File: config.mk
export PLATFORM = sky130hd
export DESIGN_NAME = irq_cmd_port
export DESIGN_NICKNAME = d
export VERILOG_FILES = /design/src/rtl/irq_cmd_pkg.sv /design/src/rtl/irq_init_seq.sv /design/src/rtl/irq_mask_reg.sv /design/src/rtl/irq_op_decode.sv /design/src/rtl/irq_readback.sv /design/src/rtl/irq_cmd_port.sv
export SDC_FILE = /design/constraint.sdc
export NUM_CORES = 1
export LEC_CHECK = 0
export BUFFER_PORTS_ARGS = -buffer_cell sky130_fd_sc_hd__buf_2
export CORE_UTILIZATION = 46
export DETAILED_ROUTE_END_ITERATION = 8
export PLACE_DENSITY = 0.77
export SETUP_SLACK_MARGIN = 0.05
export SLEW_MARGIN = 40
export SYNTH_ARGS = -nofsm -noshare
export SYNTH_HDL_FRONTEND = slang
export SYNTH_SLANG_ARGS = --single-unit
File: constraint.sdc
create_clock -name clk -period 1.6 [get_ports clk]
set_input_delay 0.24 -clock clk [delete_from_list [all_inputs] [get_ports clk]]
set_output_delay 0.24 -clock clk [all_outputs]
set_load 0.01 [all_outputs]
File: src/rtl/irq_cmd_pkg.sv
package irq_cmd_pkg;

  // data bit that marks a restart on the even address
  localparam int BIT_RESTART = 4;
  // data bit choosing between the two runtime words
  localparam int BIT_OPSEL   = 3;
  // bit of the first setup word enabling the fourth word
  localparam int BIT_W4EN    = 0;
  // pointer field in the second runtime word
  localparam int BIT_PTRLOAD = 1;
  localparam int BIT_PTRISR  = 0;
  // number of setup words that follow the restart word
  localparam int TAIL_WORDS  = 3;

  typedef enum logic [1:0] {
    ST_RUN = 2'd0,
    ST_W2  = 2'd1,
    ST_W3  = 2'd2,
    ST_W4  = 2'd3
  } init_step_e;

endpackage

File: src/rtl/irq_init_seq.sv
module irq_init_seq
  import irq_cmd_pkg::*;
#(
  parameter int DW = 8
) (
  input  logic          clk,
  input  logic          rst,
  input  logic          wr_en,
  input  logic          addr_sel,
  input  logic [DW-1:0] wr_data,
  output logic          busy,
  output logic          restart_hit,
  output logic          run_odd_wr,
  output logic [DW-1:0] cfg_w1,
  output logic [DW-1:0] cfg_w2,
  output logic [DW-1:0] cfg_w3,
  output logic [DW-1:0] cfg_w4
);

  init_step_e step_q;
  logic [DW-1:0] tail_q [TAIL_WORDS];
  logic          seq_wr;

  assign restart_hit = wr_en && !addr_sel && wr_data[BIT_RESTART];
  assign seq_wr      = wr_en && addr_sel && (step_q != ST_RUN) && !restart_hit;
  assign run_odd_wr  = wr_en && addr_sel && (step_q == ST_RUN);
  assign busy        = (step_q != ST_RUN);

  always_ff @(posedge clk) begin
    if (rst) begin
      step_q <= ST_RUN;
      cfg_w1 <= '0;
    end else if (restart_hit) begin
      step_q <= ST_W2;
      cfg_w1 <= wr_data;
    end else if (seq_wr) begin
      case (step_q)
        ST_W2:   step_q <= ST_W3;
        ST_W3:   step_q <= ST_W4;
        default: step_q <= ST_RUN;
      endcase
    end
  end

  // one storage slot per trailing word; the last one is gated by the enable bit
  for (genvar g = 0; g < TAIL_WORDS; g++) begin : g_tail
    logic gate;
    if (g == TAIL_WORDS - 1) begin : g_last
      assign gate = cfg_w1[BIT_W4EN];
    end else begin : g_mid
      assign gate = 1'b1;
    end
    always_ff @(posedge clk) begin
      if (rst) begin
        tail_q[g] <= '0;
      end else if (seq_wr && (step_q == init_step_e'(g + 1)) && gate) begin
        tail_q[g] <= wr_data;
      end
    end
  end

  assign cfg_w2 = tail_q[0];
  assign cfg_w3 = tail_q[1];
  assign cfg_w4 = tail_q[2];


  restart_start_chk: assert property (@(posedge clk) disable iff (rst)
    restart_hit |=> (busy && cfg_w1 == $past(wr_data)));


  busy_hold_chk: assert property (@(posedge clk) disable iff (rst)
    (busy && !restart_hit && !(wr_en && addr_sel)) |=> busy);


  w4_discard_chk: assert property (@(posedge clk) disable iff (rst)
    (seq_wr && step_q == ST_W4 && !cfg_w1[BIT_W4EN]) |=> ($stable(cfg_w4) && !busy));

endmodule

File: src/rtl/irq_mask_reg.sv
module irq_mask_reg #(
  parameter int DW = 8
) (
  input  logic          clk,
  input  logic          rst,
  input  logic          clr,
  input  logic          ld,
  input  logic [DW-1:0] din,
  output logic [DW-1:0] mask_q
);

  always_ff @(posedge clk) begin
    if (rst || clr) begin
      mask_q <= '0;
    end else if (ld) begin
      mask_q <= din;
    end
  end


  mask_clr_chk: assert property (@(posedge clk) disable iff (rst)
    clr |=> (mask_q == '0));


  mask_hold_chk: assert property (@(posedge clk) disable iff (rst)
    (!clr && !ld) |=> $stable(mask_q));

endmodule

File: src/rtl/irq_op_decode.sv
module irq_op_decode
  import irq_cmd_pkg::*;
#(
  parameter int DW = 8
) (
  input  logic          clk,
  input  logic          rst,
  input  logic          wr_en,
  input  logic          addr_sel,
  input  logic [DW-1:0] wr_data,
  input  logic          busy,
  input  logic          restart_hit,
  output logic [DW-1:0] op_w2,
  output logic [DW-1:0] op_w3,
  output logic          sel_isr,
  output logic          cmd_err
);

  localparam logic [DW-1:0] OP3_INIT = DW'(2'b10);

  logic even_op, op_ok, op_bad, ld_w2, ld_w3;

  assign even_op = wr_en && !addr_sel && !wr_data[BIT_RESTART];
  assign op_bad  = even_op && busy;
  assign op_ok   = even_op && !busy;
  assign ld_w2   = op_ok && !wr_data[BIT_OPSEL];
  assign ld_w3   = op_ok &&  wr_data[BIT_OPSEL];

  always_ff @(posedge clk) begin
    if (rst) begin
      op_w2   <= '0;
      op_w3   <= OP3_INIT;
      sel_isr <= 1'b0;
      cmd_err <= 1'b0;
    end else begin
      cmd_err <= op_bad;
      if (restart_hit) begin
        op_w3   <= OP3_INIT;
        sel_isr <= 1'b0;
      end else begin
        if (ld_w2) op_w2 <= wr_data;
        if (ld_w3) begin
          op_w3 <= wr_data;
          if (wr_data[BIT_PTRLOAD]) sel_isr <= wr_data[BIT_PTRISR];
        end
      end
    end
  end


  err_source_chk: assert property (@(posedge clk) disable iff (rst)
    cmd_err |-> $past(wr_en && !addr_sel && busy));


  err_noop_chk: assert property (@(posedge clk) disable iff (rst)
    op_bad |=> ($stable(op_w2) && $stable(op_w3) && $stable(sel_isr) && cmd_err));


  ptr_keep_chk: assert property (@(posedge clk) disable iff (rst)
    (ld_w3 && !wr_data[BIT_PTRLOAD]) |=> $stable(sel_isr));

endmodule

File: src/rtl/irq_readback.sv
module irq_readback #(
  parameter int DW = 8
) (
  input  logic          clk,
  input  logic          rst,
  input  logic          rd_en,
  input  logic          addr_sel,
  input  logic [DW-1:0] req_in,
  input  logic [DW-1:0] isr_in,
  input  logic [DW-1:0] mask_q,
  input  logic          sel_isr,
  output logic [DW-1:0] rd_data
);

  logic [DW-1:0] req_q, isr_q, even_sel;

  always_ff @(posedge clk) begin
    if (rst) begin
      req_q <= '0;
      isr_q <= '0;
    end else begin
      req_q <= req_in;
      isr_q <= isr_in;
    end
  end

  assign even_sel = sel_isr ? isr_q : req_q;

  always_ff @(posedge clk) begin
    if (rst) begin
      rd_data <= '0;
    end else if (rd_en) begin
      rd_data <= addr_sel ? mask_q : even_sel;
    end
  end


  rd_hold_chk: assert property (@(posedge clk) disable iff (rst)
    !rd_en |=> $stable(rd_data));


  rd_req_chk: assert property (@(posedge clk) disable iff (rst)
    (rd_en && !addr_sel && !sel_isr) |=> (rd_data == $past(req_q)));


  rd_mask_chk: assert property (@(posedge clk) disable iff (rst)
    (rd_en && addr_sel) |=> (rd_data == $past(mask_q)));

endmodule

File: src/rtl/irq_cmd_port.sv
module irq_cmd_port
  import irq_cmd_pkg::*;
#(
  parameter int DW = 8
) (
  input  logic          clk,
  input  logic          rst,
  input  logic          addr_sel,
  input  logic          wr_en,
  input  logic          rd_en,
  input  logic [DW-1:0] wr_data,
  output logic [DW-1:0] rd_data,
  input  logic [DW-1:0] req_in,
  input  logic [DW-1:0] isr_in,
  output logic [DW-1:0] mask_out,
  output logic          init_busy,
  output logic          cmd_err,
  output logic [DW-1:0] cfg_w1,
  output logic [DW-1:0] cfg_w2,
  output logic [DW-1:0] cfg_w3,
  output logic [DW-1:0] cfg_w4,
  output logic [DW-1:0] op_w2,
  output logic [DW-1:0] op_w3
);

  logic restart_hit, run_odd_wr, busy, sel_isr;
  logic [DW-1:0] mask_q;

  irq_init_seq #(.DW(DW)) u_seq (
    .clk         (clk),
    .rst         (rst),
    .wr_en       (wr_en),
    .addr_sel    (addr_sel),
    .wr_data     (wr_data),
    .busy        (busy),
    .restart_hit (restart_hit),
    .run_odd_wr  (run_odd_wr),
    .cfg_w1      (cfg_w1),
    .cfg_w2      (cfg_w2),
    .cfg_w3      (cfg_w3),
    .cfg_w4      (cfg_w4)
  );

  irq_mask_reg #(.DW(DW)) u_mask (
    .clk    (clk),
    .rst    (rst),
    .clr    (restart_hit),
    .ld     (run_odd_wr),
    .din    (wr_data),
    .mask_q (mask_q)
  );

  irq_op_decode #(.DW(DW)) u_op (
    .clk         (clk),
    .rst         (rst),
    .wr_en       (wr_en),
    .addr_sel    (addr_sel),
    .wr_data     (wr_data),
    .busy        (busy),
    .restart_hit (restart_hit),
    .op_w2       (op_w2),
    .op_w3       (op_w3),
    .sel_isr     (sel_isr),
    .cmd_err     (cmd_err)
  );

  irq_readback #(.DW(DW)) u_rd (
    .clk      (clk),
    .rst      (rst),
    .rd_en    (rd_en),
    .addr_sel (addr_sel),
    .req_in   (req_in),
    .isr_in   (isr_in),
    .mask_q   (mask_q),
    .sel_isr  (sel_isr),
    .rd_data  (rd_data)
  );

  assign mask_out  = mask_q;
  assign init_busy = busy;


  busy_end_chk: assert property (@(posedge clk) disable iff (rst)
    $fell(init_busy) |-> $past(wr_en && addr_sel));

endmodule

==> qor.yml, run 1 <==
floorplan:
  design.die.area_sq_mm: 0.007685
  die_h_um: 87.67
  start_util: 0.4861
  core_sq_mm: 0.006944
  num_rows: 30
  top_level_ports: 95
  die_width_um: 87.67
finish:
  fin_util: 0.5928
  nNetsFinal: 427
  fin_cells: 495
  fin_area_sq_mm: 0.004116
  drive_gt1_frac: 0.3308
  antennaDiodeCount: 0
  area_growth_pct: 21.94
  fill_cells: 605
clock_network:
  holdBufCountCts: 0
  clk_pin_slew_worst_paths_ns: 0.08
  cts_max_path_buffers: 2
  clock-sinks: 84
  cts_tree: "done"
  cts_max_level: 3
  insertion_delay_ns: 0.35
  cts_made_buffers: 9
  cts_root_buf: "clkbuf_8"
setup_path:
  critPathKind: "reg2reg"
  crit-reg2reg-launch: "u_seq.step_q[0]"
  critPathLaunch: "u_seq.step_q[0]"
  r2r_setup_slack_ns: 0.11
  crit_path_start_kind: "register"
  worstPathArrival_ns: 1.56
  rr_worst_depth: 4
  worstSetupEndpoint: "u_seq.tail_q[2][2]"
  worstPathRequired_ns: 1.66
  critPathCaptureType: "register"
  crit_fanout: 8
  regToRegEndpoint: "u_seq.tail_q[2][2]"
synth:
  syn_inst: 301
  yosysWarnings: 0
  synth_nets: 334
  ys_top_cells_by_area: "dfxtp_1, edfxtp_1, nor2b_1"
  synth_seq_area_share: 0.5693
  synth_seq_cells: 84
  synth_area_sq_mm: 0.003376
  post_synth.cell_area_avg_sq_um: 11.22
  synth_top_cell_by_area: "dfxtp_1"
  synth_flop_cell: "dfxtp_1"
  synth_cell_types: 37
  synthArstFlopShare: 0
  synth_top_area_frac: 0.3558
  synth_edf_count: 24
flow_run:
  drv_cap: 0
hold_path:
  min_path_type: "in2reg"
routing:
  drc_errors: 0
  wl_per_cell_um: 14.14
  firstDrtPassIters: 4
  vias_per_cell: 4.970
  initialDrtViolationCount: 95
  ant_nets: 0
  wl_um: 6997
  via_count: 2460
sta:
  setup_viol: 0
  hold_violations: 0
  rsz0062_at_grt: "no"
  layout_min_cycle_time_ns: 1.493
  fmax_mhz: 669.8
  drv_slew: 0
  fin_worst_skew_ns: 0.01047
  fin_tns_setup_ns: 0
  tightest_slew_ns: 0.5159
  slew_headroom: 0.6556
  min_period_over_period: 0.9331
grt:
  grt_pass1_vias: 2185
  grt.total_usage: 0.1908
  grt_overflow: 0
  antenna_found_initial: 0
  grt_max_degree: 22
  grt_pass1_wl_um: 10820
pwr:
  ir_drop_mv: 0.6674
  power_density_mw_per_mm2: 1033
  p_leak_nw: 1.805
placed_design:
  place_area_sq_mm: 0.003886
  hpwl_um: 4946
  dp.cells: 478
  place_congestion: 0.7632
  io_buffers: 94
run_status:
  status: "finished, final reports clean"
==> kinds of logic (layout without fill, tap and decap cells) <==
| group | Yosys count | after routing | synth area share |
|---|---|---|---|
| buf+inv | 25 | 123 | 0.05448 |
| fa+ha+maj | 4 | 4 | 0.01483 |
| compound gates | 53 | 53 | 0.09711 |
| simple gates | 125 | 125 | 0.2346 |
| flops | 84 | 84 | 0.5693 |
| mux | 10 | 10 | 0.02965 |
==> cell usage after synthesis (6+ instances only) <==
cell	instances
a211oi_1	8
a21oi_1	21
and2_1	24
buf_2	6
buf_4	7
buf_6	6
dfxtp_1	60
edfxtp_1	24
mux2i_1	10
nand2_1	17
nand2b_1	11
nand3_1	11
nor2_1	15
nor2b_1	32
o21ai_0	11
o32ai_1	8
==> cells in the final DEF (no fill, tap or decap), drive strengths merged, types with 2 or more instances in the layout <==
master,Yosys,routed
a21oi,21,21
nand2,18,18
o32ai,8,8
ha,4,4
o21ai,12,12
nand3,12,12
nand2b,11,11
nor2b,32,32
nor2,15,15
buf,19,103
a21o,2,2
nor4,2,2
edfxtp,24,24
clkbuf,2,13
a211oi,8,8
mux2i,10,10
inv,4,4
nor3b,2,2
nor4b,2,2
and2,24,24
and3b,2,2
dfxtp,60,60
==> through the flow <==
step,setup slack (ns),hold WS [ns],power [mW]
final,0.1071,0.09249,4.252
after global routing,0.06522,0.08696,4.421
after CTS,0.05421,0.08592,4.277
after detailed placement,0.06030,0.4516,2.720
after global placement,0.1118,0.4415,2.711
after floorplan,0.05610,0.3682,2.581
==> sequential cells by signal, summed over array words and instances, names as in the netlist <==
name	cells
u_seq.tail_q	24
u_rd.rd_data	8
u_seq.cfg_w1	8
u_rd.req_q	8
u_op.cmd_err	1
u_seq.step_q	2
u_op.op_w2	8
u_op.op_w3	8
u_op.sel_isr	1
u_mask.mask_q	8
u_rd.isr_q	8
==> layer usage <==
layer | part of all wire | global-route usage | vias to the layer above
li1 | - | - | 1224
met4 | 0.016 | 0.08346 | 0
met2 | 0.46 | 0.3026 | 97
met1 | 0.46 | 0.2445 | 1128
met3 | 0.070 | 0.05372 | 11
met5 | 0 | 0 | -
==> how the worst min path moves through the flow <==
stage	from	endpoint	slack [ns]	cells past startpoint
floorplan	isr_in[0]	u_rd.isr_q[0]	0.37	1
global placement	u_op.op_w3[1]	u_op.op_w3[1]	0.44	1
detailed placement	isr_in[5]	u_rd.isr_q[5]	0.45	2
CTS	req_in[7]	u_rd.req_q[7]	0.09	2
global route	isr_in[0]	u_rd.isr_q[0]	0.09	2
finish	isr_in[0]	u_rd.isr_q[0]	0.09	2
==> what timing repair did <==
action	CTS	global route
gates resized for setup	0	1
endpoints found under the setup margin	4	38
buffers inserted	0	1
pin swaps	1	4
==> area by class of cell <==
cell class,instances,area (sq um),share of cell area
timing repair buffer,103,538.0,0.1307
sequential,84,1924,0.4675
multi-input combinational,192,1306,0.3173
clock buffer,13,170.2,0.04134
clock inverter,3,42.54,0.01033
inverter,4,15.01,0.003647
tap,96,120.1,0.02918
==> critical path, stage by stage (launching register included) <==
cell and delay, ns:
dfxtp_2 0.36, inv_1 0.09, ha_4 0.20, and3b_2 0.33, a31o_4 0.24
==> where the power goes <==
group          internal [mW]  switching [mW]  leakage [nW]
combinational          0.159           0.221         0.961
clock                  0.858           0.722         0.105
sequential              2.26          0.0338         0.740
Power figures use the tool's default switching activity.
==> run 2, diff against run 1 <==
CORE_UTILIZATION = 47   (was 46)
CTS_BUF_LIST = sky130_fd_sc_hd__clkbuf_4 sky130_fd_sc_hd__clkbuf_8 sky130_fd_sc_hd__clkbuf_16   (was default)
PLACE_DENSITY = 0.78   (was 0.77)
SYNTH_HIERARCHICAL = 1   (was default)
==> run 2 against run 1 <==
Global-route usage shrank 0.41 points. Clock power increased by 8%. Clock skew up 0.0012 ns. Largest cell class unchanged. Highest routed layer unchanged. Setup slack got worse by 0.081 ns. Final cell count decreased by 0.81%.
==> qor.yml, run 2 <==
setup_path:
  rr_worst_depth: 7  # +3
  worstSetupEndpoint: "u_op/op_w3[1]"
  crit-reg2reg-launch: "u_seq/step_q[1]"
  cp_top_family: "compound AO/OA/AOI/OAI gates"
  critPathKind: "reg2reg"
  worstPathRequired_ns: 1.83  # +0.17 ns
  path_buf_inv: 3  # +2
  critPathMaxStageDelay_ns: 0.35  # about the same
  crit_fanout: 4  # -4
  crit_cells: 7  # +3
  worstPathArrival_ns: 1.80  # +0.24 ns
  critPathCaptureType: "register"
  path_cells: "inv_2 -> ha_4 -> inv_4 -> nor4b_4 -> buf_4 -> nand2_4 -> a2111o_1"
  slowest_stage: "a2111o_1"
  crit_path_start_kind: "register"
  r2r_setup_slack_ns: 0.03  # -0.08 ns
  critPathLaunch: "u_seq/step_q[1]"
  regToRegEndpoint: "u_op/op_w3[1]"
clock_network:
  cts_max_path_buffers: 2  # unchanged
  clock-sinks: 84  # unchanged
  cts_tree: "done"
  clk_pin_slew_worst_paths_ns: 0.08  # about the same
  cts_max_level: 3  # unchanged
  cts_root_buf: "clkbuf_8"
  insertion_delay_ns: 0.34  # about the same
  cts_made_buffers: 9  # unchanged
  holdBufCountCts: 0  # unchanged
finish:
  final_common_cell: "buf_2"
  antennaDiodeCount: 0  # unchanged
  regMostFlops: "u_seq/tail_q"
  fill_cells: 585  # -3.3%
  largest_register_ffs: 24  # unchanged
  drive_gt1_frac: 0.4304  # +0.09955
  nNetsFinal: 423  # -0.94%
  regArea_sq_mm: 0.001924  # unchanged
  multi_input_area_sq_mm: 0.001433  # +9.7%
  area_growth_pct: 25.86
  fin_util: 0.6252  # +0.03243
  layout_common_cells: "buf_2, dfxtp_1, mux2i_1, nand2_1"
  fin_cells: 491  # -0.81%
floorplan:
  die_width_um: 87.67  # about the same
  core_sq_mm: 0.006944  # unchanged
  design.die.area_sq_mm: 0.007686  # about the same
  num_rows: 30  # unchanged
  start_util: 0.4968  # +0.01063
  top_level_ports: 95  # unchanged
  die_h_um: 87.67  # about the same
synth:
  synth_seq_area_share: 0.5571  # -0.01218
  synth_common_cells: "dfxtp_1, mux2i_1, nand2_1"
  synthArstFlopShare: 0  # unchanged
  post_synth.cell_area_avg_sq_um: 12.10  # +7.9%
  synth_top_area_frac: 0.3482  # -0.007615
  synth_edf_count: 24  # unchanged
  synth_top_cell_by_area: "dfxtp_1"
  syn_inst: 285  # -5.3%
  synth.most_common_cell: "dfxtp_1"
  ys_top_cells_by_area: "dfxtp_1, edfxtp_1, mux2i_1"
  synth_flop_cell: "dfxtp_1"
  synth_seq_cells: 84  # unchanged
  yosysWarnings: 6  # +6
  synth_nets: 318  # -4.8%
  synth_area_sq_mm: 0.003450  # +2.2%
  synth_cell_types: 38  # +2.7%
pwr:
  finalPower_mw: 4.357  # +2.5%
  power_density_mw_per_mm2: 1003  # -2.9%
  p_leak_nw: 1.903  # +5.4%
  ir_drop_mv: 0.4502  # -33%
grt:
  grt_pass1_wl_um: 10680  # -1.3%
  grt_pass1_vias: 2234  # +2.2%
  grt.total_usage: 0.1868  # -0.004054
  grt_overflow: 0  # unchanged
  antenna_found_initial: 0  # unchanged
  grt_max_degree: 24  # +9.1%
sta:
  tightest_slew_ns: 0.7227  # +0.2068 ns
  rsz0062_at_grt: "yes"
  fmax_mhz: 635.2  # -5.2%
  hold_violations: 0  # unchanged
  layout_min_cycle_time_ns: 1.574  # +0.08131 ns
  drv_slew: 0  # unchanged
  fin_worst_skew_ns: 0.01169  # +0.001223 ns
  min_period_over_period: 0.9839  # +0.05082
  fin_tns_setup_ns: 0  # unchanged
  slew_headroom: 0.5164  # -0.1392
  setup_viol: 0  # unchanged
  hold_slack_ns: 0.09747  # +0.004975 ns
routing:
  drc_errors: 0  # unchanged
  ant_nets: 0  # unchanged
  wl_um: 6967  # -0.43%
  firstDrtPassIters: 4  # unchanged
  vias_per_cell: 4.784  # -3.7%
  initialDrtViolationCount: 78  # -18%
  via_count: 2349  # -4.5%
  wl_per_cell_um: 14.19  # +0.38%
placed_design:
  place_congestion: 0.7668  # +0.47%
  hpwl_um: 4860  # -1.7%
  dp.cells: 474  # -0.84%
  io_buffers: 94  # unchanged
run_status:
  status: "finished, final reports clean"
flow_run:
  drv_cap: 0  # unchanged
hold_path:
  min_path_type: "in2reg"
[run 2: kinds of logic (layout without fill, tap and decap cells)]
kind of cell | after synthesis | in the layout | share of synthesized area
buffers and inverters | 20 | 130 | 0.03808
AOI/OAI and AO/OA | 21 | 21 | 0.06456
and+or+nand+nor | 127 | 127 | 0.2416
adders and majority gates | 4 | 4 | 0.01451
muxes | 29 | 29 | 0.08415
DFF | 84 | 84 | 0.5571
[run 2: worst min path at each step]
stage / from / to / slack (ns) / cells past startpoint
after global routing: req_in[5] / u_rd/req_q[5] / 0.09 / 2
after detailed placement: req_in[4] / u_rd/req_q[4] / 0.45 / 2
after global placement: u_seq/cfg_w1[4] / u_seq/cfg_w1[4] / 0.45 / 2
final: req_in[4] / u_rd/req_q[4] / 0.1 / 2
after CTS: req_in[4] / u_rd/req_q[4] / 0.09 / 2
after floorplan: wr_data[4] / u_op/cmd_err / 0.32 / 1
[run 2: per-layer routing]
metal | part of all wire | track usage | routed length (um) | vias up
li1 | - | - | - | 1186
met1 | 0.44 | 0.2227 | 3091 | 1099
met2 | 0.51 | 0.3239 | 3529 | 54
met3 | 0.034 | 0.04336 | 238 | 10
met4 | 0.016 | 0.07899 | 108 | 0
met5 | 0 | 0 | 0 | -
[run 2: final cells by class]
| cell class | instances | area share |
|---|---|---|
| multi-input combinational | 181 | 0.3300 |
| timing repair buffer | 110 | 0.1398 |
| tap | 96 | 0.02767 |
| sequential | 84 | 0.4432 |
| clock inverter | 2 | 0.008646 |
| clock buffer | 14 | 0.04669 |
| inverter | 4 | 0.004035 |
[run 2: power by group]
| part | switching [mW] | internal (mW) |
|---|---|---|
| clock | 0.707 | 0.990 |
| sequential | 0.0289 | 2.26 |
| combinational | 0.216 | 0.160 |
| total | 0.951 | 3.41 |
[run 2: per-stage QoR]
stage / setup slack [ns] / instance area (sq um)
2_1_floorplan: 0.04360 / 3471
3_3_place_gp: 0.04350 / 4070
3_5_place_dp: 0.005766 / 4070
4_1_cts: 0.05071 / 4310
5_1_grt: -0.03883 / 4342
6_report: 0.02574 / 4342
[run 2: timing repair]
| item | in CTS | in global routing |
|---|---|---|
| gates cloned | 0 | 0 |
| hold endpoints to repair | 0 | 0 |
| pin swaps | 1 | 0 |
| setup buffers | 0 | 1 |
| gates resized for setup | 0 | 5 |
| setup endpoints to repair | 8 | 25 |
==> run 3, diff against run 2 <==
CORE_ASPECT_RATIO = 1.1   (was default)
==> run 3 against run 2 <==
Register-to-register slack gained 0.09 ns. Utilization is 2.2 points lower. Largest power group unchanged. Final cell count decreased by 2.4%. Highest routed layer unchanged. Via count grew 0.60%.
==> qor.yml, run 3 (synthesis results as in run 2) <==
grt:
  antenna_found_initial: 0  # unchanged
  grt_max_degree: 25  # +4.2%
  grt_overflow: 0  # unchanged
  grt.total_usage: 0.1849  # -0.001860
  grt_pass1_wl_um: 10850  # +1.6%
  grt_pass1_vias: 2230  # -0.18%
sta:
  setup_viol: 0  # unchanged
  min_period_over_period: 0.9290  # -0.05493
  hold_slack_ns: 0.09944  # +0.001969 ns
  drv_slew: 0  # unchanged
  fin_worst_skew_ns: 0.008280  # -0.003411 ns
  tightest_slew_ns: 0.6452  # -0.07747 ns
  layout_min_cycle_time_ns: 1.486  # -0.08789 ns
  fmax_mhz: 672.8  # +5.9%
  hold_violations: 0  # unchanged
  fin_tns_setup_ns: 0  # unchanged
  slew_headroom: 0.5683  # +0.05184
  rsz0062_at_grt: "yes"
hold_path:
  hold_end: "u_rd/isr_q[0]"
  hold_path_depth: 2  # unchanged
  min_path_type: "in2reg"
  hp-start: "isr_in[0]"
placed_design:
  dp.cells: 460  # -3.0%
  hpwl_um: 4855  # -0.10%
  io_buffers: 94  # unchanged
  place_congestion: 0.7410  # -3.4%
setup_path:
  cp_top_family: "compound AO/OA/AOI/OAI gates"
  worstPathRequired_ns: 1.83  # about the same
  critPathCaptureType: "register"
  rr_worst_depth: 7  # unchanged
  slowest_stage: "a2111o_1"
  path_buf_inv: 3  # unchanged
  critPathKind: "reg2reg"
  crit-reg2reg-launch: "u_seq/step_q[0]"
  worstPathArrival_ns: 1.72  # -0.08 ns
  path_cells: "inv_2 -> ha_4 -> inv_4 -> nor4b_4 -> buf_4 -> nand2_4 -> a2111o_1"
  crit_path_start_kind: "register"
  crit_fanout: 4  # unchanged
  crit_cells: 7  # unchanged
  critPathMaxStageDelay_ns: 0.35  # about the same
  regToRegEndpoint: "u_op/op_w3[1]"
  r2r_setup_slack_ns: 0.11  # +0.09 ns
finish:
  fin_cells: 479  # -2.4%
  regMostFlops: "u_seq/tail_q"
  area_growth_pct: 23.29
  fin_util: 0.6035  # -0.02171
  largest_register_ffs: 24  # unchanged
  antennaDiodeCount: 0  # unchanged
  layout_common_cells: "buf_2, dfxtp_1, mux2i_1, nand2_1"
  nNetsFinal: 423  # unchanged
  drive_gt1_frac: 0.4264  # -0.003984
  final_common_cell: "buf_2"
pwr:
  p_leak_nw: 1.865  # -2.0%
  ir_drop_mv: 0.5494  # +22%
  finalPower_mw: 4.018  # -7.8%
  power_density_mw_per_mm2: 944.7  # -5.9%
routing:
  initialDrtViolationCount: 123  # +58%
  via_count: 2363  # +0.60%
  vias_per_cell: 4.933  # +3.1%
  wl_per_cell_um: 14.21  # +0.12%
  drc_errors: 0  # unchanged
  ant_nets: 0  # unchanged
  firstDrtPassIters: 4  # unchanged
  wl_um: 6805  # -2.3%
clock_network:
  clk_pin_slew_worst_paths_ns: 0.08  # about the same
  cts_made_buffers: 9  # unchanged
  clock-sinks: 84  # unchanged
  cts_tree: "done"
  insertion_delay_ns: 0.35  # about the same
  cts_max_level: 3  # unchanged
  cts_root_buf: "clkbuf_8"
  cts_max_path_buffers: 2  # unchanged
flow_run:
  drv_cap: 0  # unchanged
floorplan:
  num_rows: 32  # +6.7%
  start_util: 0.4895  # -0.007233
  design.die.area_sq_mm: 0.007686  # about the same
  top_level_ports: 95  # unchanged
  die_h_um: 91.85  # +4.8%
  core_sq_mm: 0.007047  # +1.5%
  die_width_um: 83.69  # -4.5%
run_status:
  status: "finished, final reports clean"
## run 3: per-layer routing
layer,part of all wire,global-route usage
met1,0.44,0.2218
met2,0.49,0.3076
met3,0.060,0.05221
met4,0.014,0.08475
met5,0,0
## run 3: worst max path at each step
stage	from	end	slack (ns)
after floorplan	u_seq/step_q[1]	u_op/op_w2[0]	0.04
after global routing	u_seq/step_q[0]	u_op/op_w2[1]	0.03
final	u_seq/step_q[0]	u_op/op_w3[1]	0.11
after CTS	u_seq/step_q[1]	u_op/op_w3[4]	0.05
after detailed placement	u_seq/step_q[1]	u_op/op_w3[4]	0.03
after global placement	u_seq/step_q[1]	u_op/op_w3[4]	0.06
## run 3: final cells by class
type,count,area [sq um]
Fill cell,598,2794
Sequential cell,84,1924
Multi-Input combinational cell,181,1426
Timing Repair Buffer,110,598.1
Clock buffer,11,156.4
Tap cell,85,106.4
Clock inverter,4,23.77
Inverter,4,17.52
## run 3: power breakdown
part | internal, mW | switching [mW]
clock | 0.659 | 0.702
combinational | 0.159 | 0.212
sequential | 2.26 | 0.0302
## run 3: per-stage QoR
step / instance area [sq um] / worst slack (ns)
floorplan: 3471 / 0.04360
global placement: 4021 / 0.06475
detailed placement: 4021 / 0.02963
CTS: 4228 / 0.04915
global route: 4253 / 0.03362
finish: 4253 / 0.1136
## run 3: repair_timing
item                       4_1_cts  5_1_grt
hold buffers                     0        0
hold endpoints to repair         0        0
buffers inserted                 2        2
resized for setup                2        3
setup endpoints to repair       14       29
pin swaps                        0        3
